[config.mk]
export PLATFORM = sky130hd
export DESIGN_NAME = oc_pair
export DESIGN_NICKNAME = d
export VERILOG_FILES = /design/src/rtl/oc_pair_pkg.sv /design/src/rtl/oc_regfile.sv /design/src/rtl/oc_ref_engine.sv /design/src/rtl/oc_out_delay.sv /design/src/rtl/oc_pair.sv
export SDC_FILE = /design/constraint.sdc
export NUM_CORES = 1
export LEC_CHECK = 0
export BUFFER_PORTS_ARGS = -buffer_cell sky130_fd_sc_hd__buf_2
export CORE_MARGIN = 4
export CORE_UTILIZATION = 55
export DETAILED_ROUTE_END_ITERATION = 10
export PLACE_DENSITY = 0.75
export REMOVE_ABC_BUFFERS = 1
export SYNTH_ARGS = -nofsm -noshare
export SYNTH_HDL_FRONTEND = slang
export SYNTH_HIERARCHICAL = 1
export SYNTH_SLANG_ARGS = --single-unit
[constraint.sdc]
create_clock -name clk -period 4.01 [get_ports clk]
set_input_delay 0.401 -clock clk [delete_from_list [all_inputs] [get_ports clk]]
set_output_delay 0.401 -clock clk [all_outputs]
set_load 0.02 [all_outputs]
[src/rtl/oc_pair_pkg.sv]
package oc_pair_pkg;

   localparam int CFG_W = 8;

   typedef enum logic [2:0] {
      CM_FROZEN     = 3'd0,
      CM_SET_ON_EQ  = 3'd1,
      CM_CLR_ON_EQ  = 3'd2,
      CM_FLIP_ON_EQ = 3'd3,
      CM_FORCE_LO   = 3'd4,
      CM_FORCE_HI   = 3'd5,
      CM_PWM_A      = 3'd6,
      CM_PWM_B      = 3'd7
   } cmp_mode_e;

   typedef struct packed {
      logic      clr_en;
      cmp_mode_e mode;
      logic      pre_en;
      logic      fast_en;
      logic [1:0] io_sel;
   } chan_cfg_t;

endpackage

[src/rtl/oc_regfile.sv]
module oc_regfile
   import oc_pair_pkg::*;
#(
   parameter int CNT_W  = 16,
   parameter int CH_N   = 2,
   parameter int ADDR_W = 2
) (
   input  logic                    clk,
   input  logic                    rst_n,
   input  logic                    upd_evt,
   input  logic [ADDR_W-1:0]       bus_addr,
   input  logic                    bus_we,
   input  logic [CH_N*CFG_W-1:0]   bus_wdata,
   output logic [CH_N*CFG_W-1:0]   bus_rdata,
   output chan_cfg_t               cfg_o    [CH_N],
   output logic [CNT_W-1:0]        active_o [CH_N]
);

   localparam int BUS_W = CH_N * CFG_W;

   logic [BUS_W-1:0] ctl_q;
   logic [CNT_W-1:0] shadow_q [CH_N];
   logic [CNT_W-1:0] active_q [CH_N];
   logic [CH_N-1:0]  wr_hit;

   always_comb begin
      for (int ch = 0; ch < CH_N; ch++) begin
         wr_hit[ch] = bus_we && (bus_addr == ADDR_W'(ch + 1));
      end
   end

   always_ff @(posedge clk or negedge rst_n) begin
      if (!rst_n) begin
         ctl_q <= '0;
      end else if (bus_we && (bus_addr == '0)) begin
         ctl_q <= bus_wdata;
      end
   end

   always_ff @(posedge clk or negedge rst_n) begin
      if (!rst_n) begin
         for (int ch = 0; ch < CH_N; ch++) begin
            shadow_q[ch] <= '0;
            active_q[ch] <= '0;
         end
      end else begin
         for (int ch = 0; ch < CH_N; ch++) begin
            if (wr_hit[ch]) begin
               shadow_q[ch] <= bus_wdata[CNT_W-1:0];
            end
            if (cfg_o[ch].pre_en) begin
               if (upd_evt) begin
                  active_q[ch] <= shadow_q[ch];
               end
            end else if (wr_hit[ch]) begin
               active_q[ch] <= bus_wdata[CNT_W-1:0];
            end
         end
      end
   end

   always_comb begin
      bus_rdata = '0;
      if (bus_addr == '0) begin
         bus_rdata = ctl_q;
      end
      for (int ch = 0; ch < CH_N; ch++) begin
         if (bus_addr == ADDR_W'(ch + 1)) begin
            bus_rdata = BUS_W'(shadow_q[ch]);
         end
      end
   end

   for (genvar g = 0; g < CH_N; g++) begin : g_chan
      assign cfg_o[g]    = chan_cfg_t'(ctl_q[g*CFG_W +: CFG_W]);
      assign active_o[g] = active_q[g];

      AST_SHADOW_ISOLATED: assert property (@(posedge clk) disable iff (!rst_n)
         (cfg_o[g].pre_en && !upd_evt) |=> $stable(active_q[g]));
      AST_UPDATE_COPIES: assert property (@(posedge clk) disable iff (!rst_n)
         (cfg_o[g].pre_en && upd_evt) |=> (active_q[g] == $past(shadow_q[g])));
      AST_DIRECT_LOAD: assert property (@(posedge clk) disable iff (!rst_n)
         (!cfg_o[g].pre_en && wr_hit[g]) |=> (active_q[g] == $past(bus_wdata[CNT_W-1:0])));
   end

endmodule

[src/rtl/oc_ref_engine.sv]
module oc_ref_engine
   import oc_pair_pkg::*;
#(
   parameter int CNT_W = 16
) (
   input  logic             clk,
   input  logic             rst_n,
   input  chan_cfg_t        cfg,
   input  logic [CNT_W-1:0] cmp_val,
   input  logic [CNT_W-1:0] cnt_val,
   input  logic             cnt_down,
   input  logic             upd_evt,
   input  logic             clr_in,
   output logic             ref_q
);

   logic ref_d;
   logic hold_q, hold_d;
   logic matched, below, above, pwm_a, blocked, is_out;

   always_comb begin
      matched = (cnt_val == cmp_val);
      below   = (cnt_val <  cmp_val);
      above   = (cnt_val >  cmp_val);
      pwm_a   = cnt_down ? !above : below;
      is_out  = (cfg.io_sel == 2'd0);
      blocked = cfg.clr_en && (clr_in || hold_q);
   end

   always_comb begin
      ref_d = ref_q;
      if (is_out) begin
         if (blocked) begin
            ref_d = 1'b0;
         end else begin
            unique case (cfg.mode)
               CM_FROZEN:     ref_d = ref_q;
               CM_SET_ON_EQ:  ref_d = matched ? 1'b1 : ref_q;
               CM_CLR_ON_EQ:  ref_d = matched ? 1'b0 : ref_q;
               CM_FLIP_ON_EQ: ref_d = matched ? !ref_q : ref_q;
               CM_FORCE_LO:   ref_d = 1'b0;
               CM_FORCE_HI:   ref_d = 1'b1;
               CM_PWM_A:      ref_d = pwm_a;
               CM_PWM_B:      ref_d = !pwm_a;
               default:       ref_d = ref_q;
            endcase
         end
      end
   end

   always_comb begin
      if (cfg.clr_en && clr_in) begin
         hold_d = 1'b1;
      end else if (upd_evt) begin
         hold_d = 1'b0;
      end else begin
         hold_d = hold_q;
      end
   end

   always_ff @(posedge clk or negedge rst_n) begin
      if (!rst_n) begin
         ref_q  <= 1'b0;
         hold_q <= 1'b0;
      end else begin
         ref_q  <= ref_d;
         hold_q <= hold_d;
      end
   end

   AST_INPUT_HOLDS: assert property (@(posedge clk) disable iff (!rst_n)
      !is_out |=> $stable(ref_q));
   AST_FORCED_LOW: assert property (@(posedge clk) disable iff (!rst_n)
      (is_out && cfg.mode == CM_FORCE_LO) |=> !ref_q);
   AST_FORCED_HIGH: assert property (@(posedge clk) disable iff (!rst_n)
      (is_out && !blocked && cfg.mode == CM_FORCE_HI) |=> ref_q);
   AST_CLEAR_WINS: assert property (@(posedge clk) disable iff (!rst_n)
      (is_out && cfg.clr_en && clr_in) |=> !ref_q);
   AST_SET_ON_MATCH: assert property (@(posedge clk) disable iff (!rst_n)
      (is_out && !blocked && cfg.mode == CM_SET_ON_EQ && matched) |=> ref_q);
   AST_PWM_UP_LOW: assert property (@(posedge clk) disable iff (!rst_n)
      (is_out && !blocked && cfg.mode == CM_PWM_A && !cnt_down && !below) |=> !ref_q);

endmodule

[src/rtl/oc_out_delay.sv]
module oc_out_delay #(
   parameter int SLOW_LAT = 5,
   parameter int FAST_LAT = 3
) (
   input  logic clk,
   input  logic rst_n,
   input  logic din,
   input  logic fast_sel,
   output logic dout
);

   localparam int DEPTH = SLOW_LAT - 1;

   logic slow_tap, fast_tap;

   if (DEPTH == 0) begin : g_direct
      assign slow_tap = din;
      assign fast_tap = din;
   end else begin : g_pipe
      logic [DEPTH-1:0] pipe_q;

      always_ff @(posedge clk or negedge rst_n) begin
         if (!rst_n) begin
            pipe_q <= '0;
         end else begin
            pipe_q <= (pipe_q << 1) | DEPTH'(din);
         end
      end

      assign slow_tap = pipe_q[DEPTH-1];

      if (FAST_LAT == 1) begin : g_fast_direct
         assign fast_tap = din;
      end else begin : g_fast_tap
         assign fast_tap = pipe_q[FAST_LAT-2];
      end
   end

   assign dout = fast_sel ? fast_tap : slow_tap;

endmodule

[src/rtl/oc_pair.sv]
module oc_pair
   import oc_pair_pkg::*;
#(
   parameter int CNT_W    = 16,
   parameter int CH_N     = 2,
   parameter int SLOW_LAT = 5,
   parameter int FAST_LAT = 3,
   parameter int ADDR_W   = 2
) (
   input  logic                  clk,
   input  logic                  rst_n,
   input  logic [CNT_W-1:0]      cnt_val,
   input  logic                  cnt_down,
   input  logic                  upd_evt,
   input  logic                  clr_in,
   input  logic [ADDR_W-1:0]     bus_addr,
   input  logic                  bus_we,
   input  logic [CH_N*CFG_W-1:0] bus_wdata,
   output logic [CH_N*CFG_W-1:0] bus_rdata,
   output logic [CH_N-1:0]       ref_out
);

   localparam int BUS_W    = CH_N * CFG_W;
   localparam int ADDR_MIN = $clog2(CH_N + 2);

   if (CNT_W > BUS_W) begin : g_bad_width
      $error("compare width exceeds bus width");
   end
   if (ADDR_W < ADDR_MIN) begin : g_bad_addr
      $error("address too narrow for the channel count");
   end
   if (FAST_LAT < 1 || FAST_LAT > SLOW_LAT) begin : g_bad_lat
      $error("fast latency must lie between 1 and the slow latency");
   end

   chan_cfg_t        cfg    [CH_N];
   logic [CNT_W-1:0] active [CH_N];
   logic [CH_N-1:0]  ref_core;

   oc_regfile #(
      .CNT_W  (CNT_W),
      .CH_N   (CH_N),
      .ADDR_W (ADDR_W)
   ) u_regs (
      .clk       (clk),
      .rst_n     (rst_n),
      .upd_evt   (upd_evt),
      .bus_addr  (bus_addr),
      .bus_we    (bus_we),
      .bus_wdata (bus_wdata),
      .bus_rdata (bus_rdata),
      .cfg_o     (cfg),
      .active_o  (active)
   );

   for (genvar g = 0; g < CH_N; g++) begin : g_ch
      oc_ref_engine #(
         .CNT_W (CNT_W)
      ) u_engine (
         .clk      (clk),
         .rst_n    (rst_n),
         .cfg      (cfg[g]),
         .cmp_val  (active[g]),
         .cnt_val  (cnt_val),
         .cnt_down (cnt_down),
         .upd_evt  (upd_evt),
         .clr_in   (clr_in),
         .ref_q    (ref_core[g])
      );

      oc_out_delay #(
         .SLOW_LAT (SLOW_LAT),
         .FAST_LAT (FAST_LAT)
      ) u_delay (
         .clk      (clk),
         .rst_n    (rst_n),
         .din      (ref_core[g]),
         .fast_sel (cfg[g].fast_en),
         .dout     (ref_out[g])
      );
   end

   AST_RESET_QUIET: assert property (@(posedge clk)
      !rst_n |-> (ref_out == '0));

endmodule

==> results summary, run 1 <==
The run finished with clean final reports. The worst setup path is captured at an output port. In this run the worst hold path is classified as in2async.

During synthesis, Yosys emitted a total of 6 warnings. The utilization after layout came out at 0.625. A synthesized cell averages 12.3 sq um.

VDD sags by at most 0.277 mV. The H-tree generated during clock tree synthesis spans 3 levels. The pre-CTS setup slack is 1.26 ns. Across the run, the number of max-cap violations was 0. The share of the Yosys chip area taken by registers is 0.431. The die covers 11400 sq um. Walking the worst path, the cells encountered are buf_2, nor2b_1, buf_4, nand2_1, o21ai_0, buf_2. STA classifies the critical path startpoint as an input pin. The clock passes through at most 2 buffers.

The achievable frequency is 415 MHz. The number of DRC violations after detailed routing is 0. The core area came out at 9370 sq um. The global placement routability congestion came out at 0.838. The via count normalized by instance count is 5.73. The total via count after detailed routing came out at 3559. The area taken by flip-flops and latches is 2300 sq um. The number of antenna violations at the first check in global routing came out at 0. In this run the power spent charging and discharging nets is 1.09 mW.

The post-route setup TNS came out at 0 ns. The number of buffer and inverter instances along the worst setup path came out at 3. The height of the die is 107 um.

The share of Yosys cell area claimed by the top area cell type came out at 0.431. The internal power of the cells totals 2.06 mW. The count of nets left with antenna violations once routing finished came out at 0.

The multi-input logic area is 2780 sq um. Of the cells placed in the final design, the portion with a size suffix greater than 1 is 0.404. After the last flow step, the layout net total stands at 562. The antenna diode count came out at 0. The number of slew-limit violations in the final report is 0. The synthesis-to-layout area growth came out at 9.55%. The HPWL reported at the end of detailed placement came out at 8410 um. Dividing the final minimum period by the clock period gives 0.600. Of the total power, the share spent switching nets is 0.346. The flip-flop and latch count after synthesis is 92. During I/O placement, the number of pins put on the boundary was 58. The overall power consumption is 3.15 mW. The cell area after synthesis is 5350 sq um. The worst path arrival time came out at 2.01 ns. Setup violations remaining at the end of the flow were counted as 0.

The standard-cell row count is 35. The wire length per cell after detailed routing came out at 18.8 um. The first-pass iteration count of the detailed router came out at 4.

The power per cell area is 538 nW/um^2. The all-layer global routing usage came out at 0.220. The clock transition time at the flip-flop clock pins of the worst setup and hold paths is 0.08 ns.

The setup clock skew after layout is 0.00773 ns. The fill cell instance count of the final layout came out at 787. Summed over all instances, the cell type with the most area after synthesis is sky130_fd_sc_hd__dfrtp_1. In this run the post-CTS setup repair buffer count came out at 0.

The number of failing hold endpoints at the final stage came out at 0. The critical path in this run is classified as in2out. The top cell family by delay on the critical path is buffers and inverters. The final-layout worst hold slack is 0.140 ns. Of the total power, combinational logic draws 0.394.

Data on the critical path is required at its endpoint by 3.61 ns. The maximum net fanout on the critical path came out at 20. The die extent in x is 107 um. The TritonCTS buffer count is 9.

The share of total power dissipated in the clock network is 0.163. The overall routed net length is 11700 um. The slowest stage of the critical path is the sky130_fd_sc_hd__nor2b_1 cell. The flip-flop cell with the highest count after synthesis is sky130_fd_sc_hd__dfrtp_1. The distinct cell type count after synthesis came out at 38. After synthesis, the most frequently instantiated cells are sky130_fd_sc_hd__dfrtp_1, sky130_fd_sc_hd__mux2_2, sky130_fd_sc_hd__inv_1, sky130_fd_sc_hd__ha_1, sky130_fd_sc_hd__nand2_1. The leakage dissipation is 2.83 nW.

The count of buffers from port buffering is 57. The relative slew slack came out at 0.235. The critical path's largest stage delay is 0.54 ns. The initial utilization of the core area, before any placement, comes to 0.570.

The count of flip-flops with a built-in enable after synthesis came out at 0. The later-pin clock latency in the skew report came out at 0.36 ns. After synthesis, the cell types taking the most area are sky130_fd_sc_hd__dfrtp_1, sky130_fd_sc_hd__mux2_2, sky130_fd_sc_hd__ha_1.

The share of synthesized registers carrying an async set or reset came out at 1.00. Counting I/O delays and the setup requirement, the final critical path takes 2.41 ns. The library cell used as clock root buffer is sky130_fd_sc_hd__clkbuf_8.

The cell seen most often among critical-path stages is sky130_fd_sc_hd__buf_2. The first-pass GRT wire length came out at 19300 um. Summed over all layers, the global routing overflow is 0.

The sequential fraction of design power came out at 0.443. The number of global-route vias before repair came out at 3710. The post-synthesis cell count is 433. The maximum number of pins on one net before global-route repair is 65. The post-cts repair resize count came out at 0.

Setup slack on the critical path of the routed design comes to 1.60 ns. The slew at the pin closest to its max-slew limit came out at 1.15 ns. The number of sinks handled by clock tree synthesis came out at 92. The number of hold buffers added after CTS is 0. TritonCTS built the clock tree. The starting DRC count in detailed routing came out at 105. Setup repair after global routing left no endpoint under its margin.
-- registers in the layout (all words and copies together), names as in the netlist --
| signal | cells |
|---|---|
| u_regs/active_o | 32 |
| g_ch.u_engine/hold_q | 2 |
| g_ch.u_engine/ref_q | 2 |
| u_regs/ctl_q | 16 |
| u_regs/shadow_q | 32 |
| g_ch.u_delay/g_pipe.pipe_q | 8 |
-- layout make-up --
cell class              count  share of cell area
multi-input cells         286               0.474
inverters                  38              0.0244
flip-flops and latches     92               0.393
well taps                 129              0.0276
clock buffers              13              0.0237
repair buffers             63              0.0568
-- routing by layer --
layer | wire length, um | track usage | vias up
met5 | 0 | 0 | -
met4 | 190 | 0.0648 | 0
met3 | 586 | 0.0433 | 17
met2 | 5620 | 0.355 | 79
met1 | 5300 | 0.303 | 1786
li1 | - | - | 1677
-- metrics by stage --
stage	instances	instance area [sq um]
2_1_floorplan	416	5220
3_3_place_gp	608	5720
3_5_place_dp	608	5720
4_1_cts	621	5860
5_1_grt	621	5860
6_report	621	5860
-- power groups by stage --
stage	clock network (mW)	logic [mW]	registers [mW]
2_1_floorplan	0	0.941	1.37
3_5_place_dp	0	1.25	1.42
5_1_grt	0.571	1.37	1.44
6_report	0.513	1.24	1.40
3_3_place_gp	0	1.19	1.40
4_1_cts	0.532	1.25	1.40
-- cells in the final DEF (no fill, tap or decap), types with 3 or more instances in the layout --
cell / instances
sky130_fd_sc_hd__dfrtp_1: 92
sky130_fd_sc_hd__mux2_2: 92
sky130_fd_sc_hd__buf_2: 56
sky130_fd_sc_hd__inv_1: 38
sky130_fd_sc_hd__ha_1: 32
sky130_fd_sc_hd__nand2_1: 24
sky130_fd_sc_hd__mux2_4: 22
sky130_fd_sc_hd__o21ai_0: 22
sky130_fd_sc_hd__mux2i_1: 16
sky130_fd_sc_hd__a21oi_1: 10
sky130_fd_sc_hd__clkbuf_8: 9
sky130_fd_sc_hd__nor2_1: 8
sky130_fd_sc_hd__a211oi_1: 8
sky130_fd_sc_hd__buf_4: 7
sky130_fd_sc_hd__clkbuf_1: 4
sky130_fd_sc_hd__o21a_1: 4
sky130_fd_sc_hd__nand4_4: 4
sky130_fd_sc_hd__o211ai_1: 4
sky130_fd_sc_hd__a21o_1: 4
sky130_fd_sc_hd__nor4_1: 4
sky130_fd_sc_hd__nor2b_1: 3
-- cell families after synthesis --
| logic type | after synthesis | share of synthesized area |
|---|---|---|
| mux | 130 | 0.286 |
| flops | 92 | 0.431 |
| compound gates | 66 | 0.0805 |
| simple gates | 58 | 0.0789 |
| buf+inv | 55 | 0.0496 |
| fa+ha+maj | 32 | 0.0749 |
-- path summary, 6_finish.rpt --
| path | start | to | slack, ns | cells past startpoint |
|---|---|---|---|---|
| max | bus_addr[1] | bus_rdata[15] | 1.60 | 6 |
| min | rst_n | u_regs/ctl_q[14] | 0.14 | 1 |
| max reg2reg | u_regs/active_o[5] | g_ch[1].u_engine/ref_q | 1.90 | 8 |
| min reg2reg | g_ch[1].u_delay/g_pipe.pipe_q[0] | g_ch[1].u_delay/g_pipe.pipe_q[1] | 0.35 | 0 |
| max in group asynchronous | rst_n | u_regs/active_o[27] | 2.99 | 2 |
| min in group clk | clr_in | g_ch[0].u_engine/hold_q | 0.31 | 3 |
No activity file was read; power rests on OpenSTA's default activity.
==> inputs of run 2 (changes only) <==
- ABC_AREA: unset -> 1
- CORE_UTILIZATION: 55 -> 53
- PLACE_DENSITY: 0.75 -> 0.76
- clock period: 4.01 -> 2 ns (I/O delays scaled with it)
==> run 2 against run 1 <==
Worst hold slack got worse by 0.0093 ns. First-iteration DRC count rose to 4.8 times the previous value. Clock skew is 0.0042 ns higher. Die area rose by 0.43%. Worst setup slack worse by 1.4 ns. Sequential share of layout area down 0.059 points. Clock power grew to 2.7 times the previous value. Critical path depth decreased by 2. Cell area rose by 0.15%. Synthesized area down 3.2%. Clock-buffer cell count decreased by 4. Critical endpoint is now bus_rdata[11]. Largest cell class unchanged. Highest routed layer unchanged.
==> results summary, run 2 <==
The all-layer global routing usage came to 0.240 (+0.0200). Leaving out fill and tap cells, the most frequent cell in the layout is sky130_fd_sc_hd__nand2_1. The HPWL reported at the end of detailed placement is 9850 um (+17%).

The minimum clock period after layout came out at 1.75 ns. Timing would allow up to 572 MHz. Setup repair after global routing left no endpoint under its margin. The maximum clock path buffer count is 2 (unchanged). The count of flip-flops with a built-in enable after synthesis is 0 (unchanged). The worst path arrival time came out at 1.55 ns (-0.46 ns). TritonCTS built the clock tree. The antenna diode count is 0 (unchanged). The critical path goes through buf_12, nand2_1, nand3_1, buf_2.

The critical path's largest stage delay is 0.68 ns (+0.14 ns). The starting DRC count in detailed routing came to 507 (+380%). The number of top-level pins came out at 58 (unchanged). The number of nets still failing antenna checks after routing came to 0 (unchanged). The maximum number of pins on one net before global-route repair is 61 (-6.2%). The flow ran to the end, and the final reports show no timing, DRC or antenna violations.

sky130_fd_sc_hd__nand2_1 is the most common cell in the netlist. The synthesized area per cell is 7.61 sq um (-38%). The number of nets at the end of the flow came to 806 (+43%).

On the critical path, the stage with the largest delay is an instance of sky130_fd_sc_hd__dfrtp_1. The core area came out at 9370 sq um (unchanged). The critical path data required time came out at 1.80 ns (-1.81 ns). The flip-flop and latch count after synthesis came out at 92 (unchanged). The setup clock skew after layout came to 0.0119 ns (+0.00417 ns). The height of the die came out at 107 um (+0.22%).

The leakage dissipation came out at 3.13 nW (+11%). The later-pin clock latency in the skew report came out at 0.35 ns (about the same). The share of synthesized registers carrying an async set or reset is 1.00 (unchanged). The count of buffers from port buffering came out at 57 (unchanged). The path type of the worst setup path is reg2out. The relative slew slack came to 0.596 (+0.361).

The power per cell area came out at 1030 nW/um^2 (+91%). The number of buffer and inverter instances along the worst setup path is 2 (-1). The maximum VDD drop is 0.666 mV (+140%). The distinct cell type count after synthesis was 22 (-42%).

The starting density of the core is 0.552 (-0.0182). The top cell types in the final layout, fill and taps aside, are sky130_fd_sc_hd__nand2_1, sky130_fd_sc_hd__nand3_1, sky130_fd_sc_hd__dfrtp_1. The total via count after detailed routing came out at 4807 (+35%). The total congestion overflow came out at 0 (unchanged).

The die extent in x came out at 107 um (+0.22%). Ranked by total cell area, the synthesized netlist is headed by sky130_fd_sc_hd__dfrtp_1, sky130_fd_sc_hd__nand2_1, sky130_fd_sc_hd__nand3_1. The number of warning messages in the yosys log came out at 6 (unchanged).

Sorting the synthesized cells by how often they occur yields sky130_fd_sc_hd__nand2_1, sky130_fd_sc_hd__nand3_1, sky130_fd_sc_hd__dfrtp_1, sky130_fd_sc_hd__o21ai_0, sky130_fd_sc_hd__inv_1. The final count of negative-setup-slack endpoints was 0 (unchanged). The number of DRC violations after detailed routing came out at 0 (unchanged). The count of buffers added by post-CTS timing repair for setup was 0 (unchanged). The global placement routability congestion is 0.930 (+11%). The path class of the lowest-slack min-delay path is in2reg.

The overall routed net length is 13100 um (+12%). The top cell type by total area after synthesis is sky130_fd_sc_hd__dfrtp_1. The overall power consumption came out at 6.02 mW (+91%). The first-pass GRT wire length is 21700 um (+13%).

The number of slew-limit violations in the final report came out at 0 (unchanged). In this design, the largest share of critical-path delay is due to flip-flops. The H-tree depth came out at 3 (unchanged).

The standard-cell row count is 35 (unchanged). The number of antenna violations at the first check in global routing came out at 0 (unchanged). The library cell used as clock root buffer is sky130_fd_sc_hd__clkbuf_8. The TritonCTS buffer count came out at 9 (unchanged). The number of sinks handled by clock tree synthesis is 92 (unchanged).

The ratio of final minimum period to clock period is 0.875. The clock transition time at the flip-flop clock pins of the worst setup and hold paths is 0.08 ns (about the same). The slew at the pin closest to its max-slew limit came out at 0.604 ns (-0.543 ns). The die outline area came to 11400 sq um (+0.43%). The critical path endpoint category is an output port. The share of Yosys cell area claimed by the top area cell type is 0.445 (+0.0142). The post-synthesis cell count came out at 680 (+57%).

The count of max-cap constraint violations is 0 (unchanged). The post-cts repair resize count came out at 0 (unchanged). The wire length per cell after detailed routing is 15.1 um (-20%). The synthesis-to-layout area growth came out at 13.3%. The via count normalized by instance count is 5.54 (-3.4%). The fraction of final layout cells with drive strength greater than 1 came out at 0.160 (-0.245).

The post-route setup TNS is 0 ns (unchanged). The flip-flop cell with the highest count after synthesis is sky130_fd_sc_hd__dfrtp_1. The maximum net fanout on the critical path is 22 (+10%). The sequential cell area fraction in the yosys report came out at 0.445 (+0.0142). The number of failing hold endpoints at the final stage is 0 (unchanged). The first-pass iteration count of the detailed router came to 5 (+1). The cell area after synthesis is 5180 sq um (-3.2%). The startpoint type of the worst setup path is a flip-flop.

The number of global-route vias before repair is 4458 (+20%).
[run 2: cell count changes in the layout (fill, tap and decap cells not counted), moves of 7 or more]
cell / change
sky130_fd_sc_hd__nand2_1: +188
sky130_fd_sc_hd__nand3_1: +99
sky130_fd_sc_hd__mux2_2: -92
sky130_fd_sc_hd__o21ai_0: +66
sky130_fd_sc_hd__inv_1: +28
sky130_fd_sc_hd__mux2_4: -22
sky130_fd_sc_hd__mux2i_1: -16
sky130_fd_sc_hd__inv_2: +9
sky130_fd_sc_hd__a211oi_1: -8
sky130_fd_sc_hd__buf_4: +7
sky130_fd_sc_hd__nor2_2: +7
[run 2: power breakdown]
group	leakage [nW]	internal, mW	switching (mW)
Sequential	1.14	2.35	0.381
Combinational	1.88	0.726	1.18
Clock	0.106	0.711	0.673
[run 2: timing repair]
| item | in CTS | in global routing |
|---|---|---|
| hold buffers | 1 | 0 |
| hold endpoints to repair | 32 | 0 |
| setup endpoints to repair | 0 | 0 |
[run 2: kinds of logic after synthesis]
group                    after synthesis  share of synthesized area
buffers and inverters                105                     0.0793
adder cells (fa/ha/maj)               32                     0.0773
flip-flops                            92                      0.445
AND/OR/NAND/NOR                      345                      0.294
AO/OA/AOI/OAI                        106                      0.105
[run 2: layout make-up]
class	instances	area, sq um
Fill cell	857	3510
Multi-Input combinational cell	483	2460
Sequential cell	92	2300
Timing Repair Buffer	73	435
Inverter	75	282
Tap cell	129	161
Clock buffer	9	124
Clock inverter	7	97.6
[run 2: worst reg2reg max path, stage by stage (launching register included)]
cell,delay [ns]
sky130_fd_sc_hd__dfrtp_1,0.36
sky130_fd_sc_hd__inv_1,0.05
sky130_fd_sc_hd__ha_1,0.28
sky130_fd_sc_hd__nand2_1,0.07
sky130_fd_sc_hd__nor2_1,0.18
sky130_fd_sc_hd__nand4_2,0.12
sky130_fd_sc_hd__nor2_2,0.17
sky130_fd_sc_hd__o21ai_1,0.12
sky130_fd_sc_hd__nand3_2,0.08
sky130_fd_sc_hd__nand2_2,0.06
sky130_fd_sc_hd__nor2_2,0.08
sky130_fd_sc_hd__nand2_1,0.05
sky130_fd_sc_hd__nand2_1,0.05
[run 2: routing by layer]
layer,wire (um),part of all wire,global-route usage,up-vias
met5,0,0,0,-
met4,187,0.014,0.0767,0
met3,966,0.074,0.0349,17
met2,6060,0.46,0.375,216
met1,5890,0.45,0.348,2261
li1,-,-,-,2313
[run 2: stage by stage]
step	setup WS [ns]	cells	utilization	hold slack (ns)	area [sq um]
after CTS	0.236	868	0.626	0.113	5870
after detailed placement	0.286	851	0.601	0.176	5630
final	0.251	868	0.626	0.131	5870
after floorplan	0.469	650	-	-0.0956	5050
after global routing	0.0953	868	0.626	0.132	5870
after global placement	0.375	851	0.601	0.169	5630
[run 2: worst paths after layout]
check                                                  from                          endpoint  slack [ns]  depth (start not counted)
min in group asynchronous                             rst_n               u_regs/shadow_q[16]        0.32                          2
min                                                 upd_evt           g_ch[0].u_engine/hold_q        0.13                          2
max                                        u_regs/ctl_q[11]                     bus_rdata[11]        0.25                          4
min reg2reg                g_ch[1].u_delay/g_pipe.pipe_q[2]  g_ch[1].u_delay/g_pipe.pipe_q[3]        0.36                          0
max reg2reg                             u_regs/active_o[23]            g_ch[0].u_engine/ref_q        0.26                         12
max in group asynchronous                             rst_n               u_regs/shadow_q[28]        1.01                          3
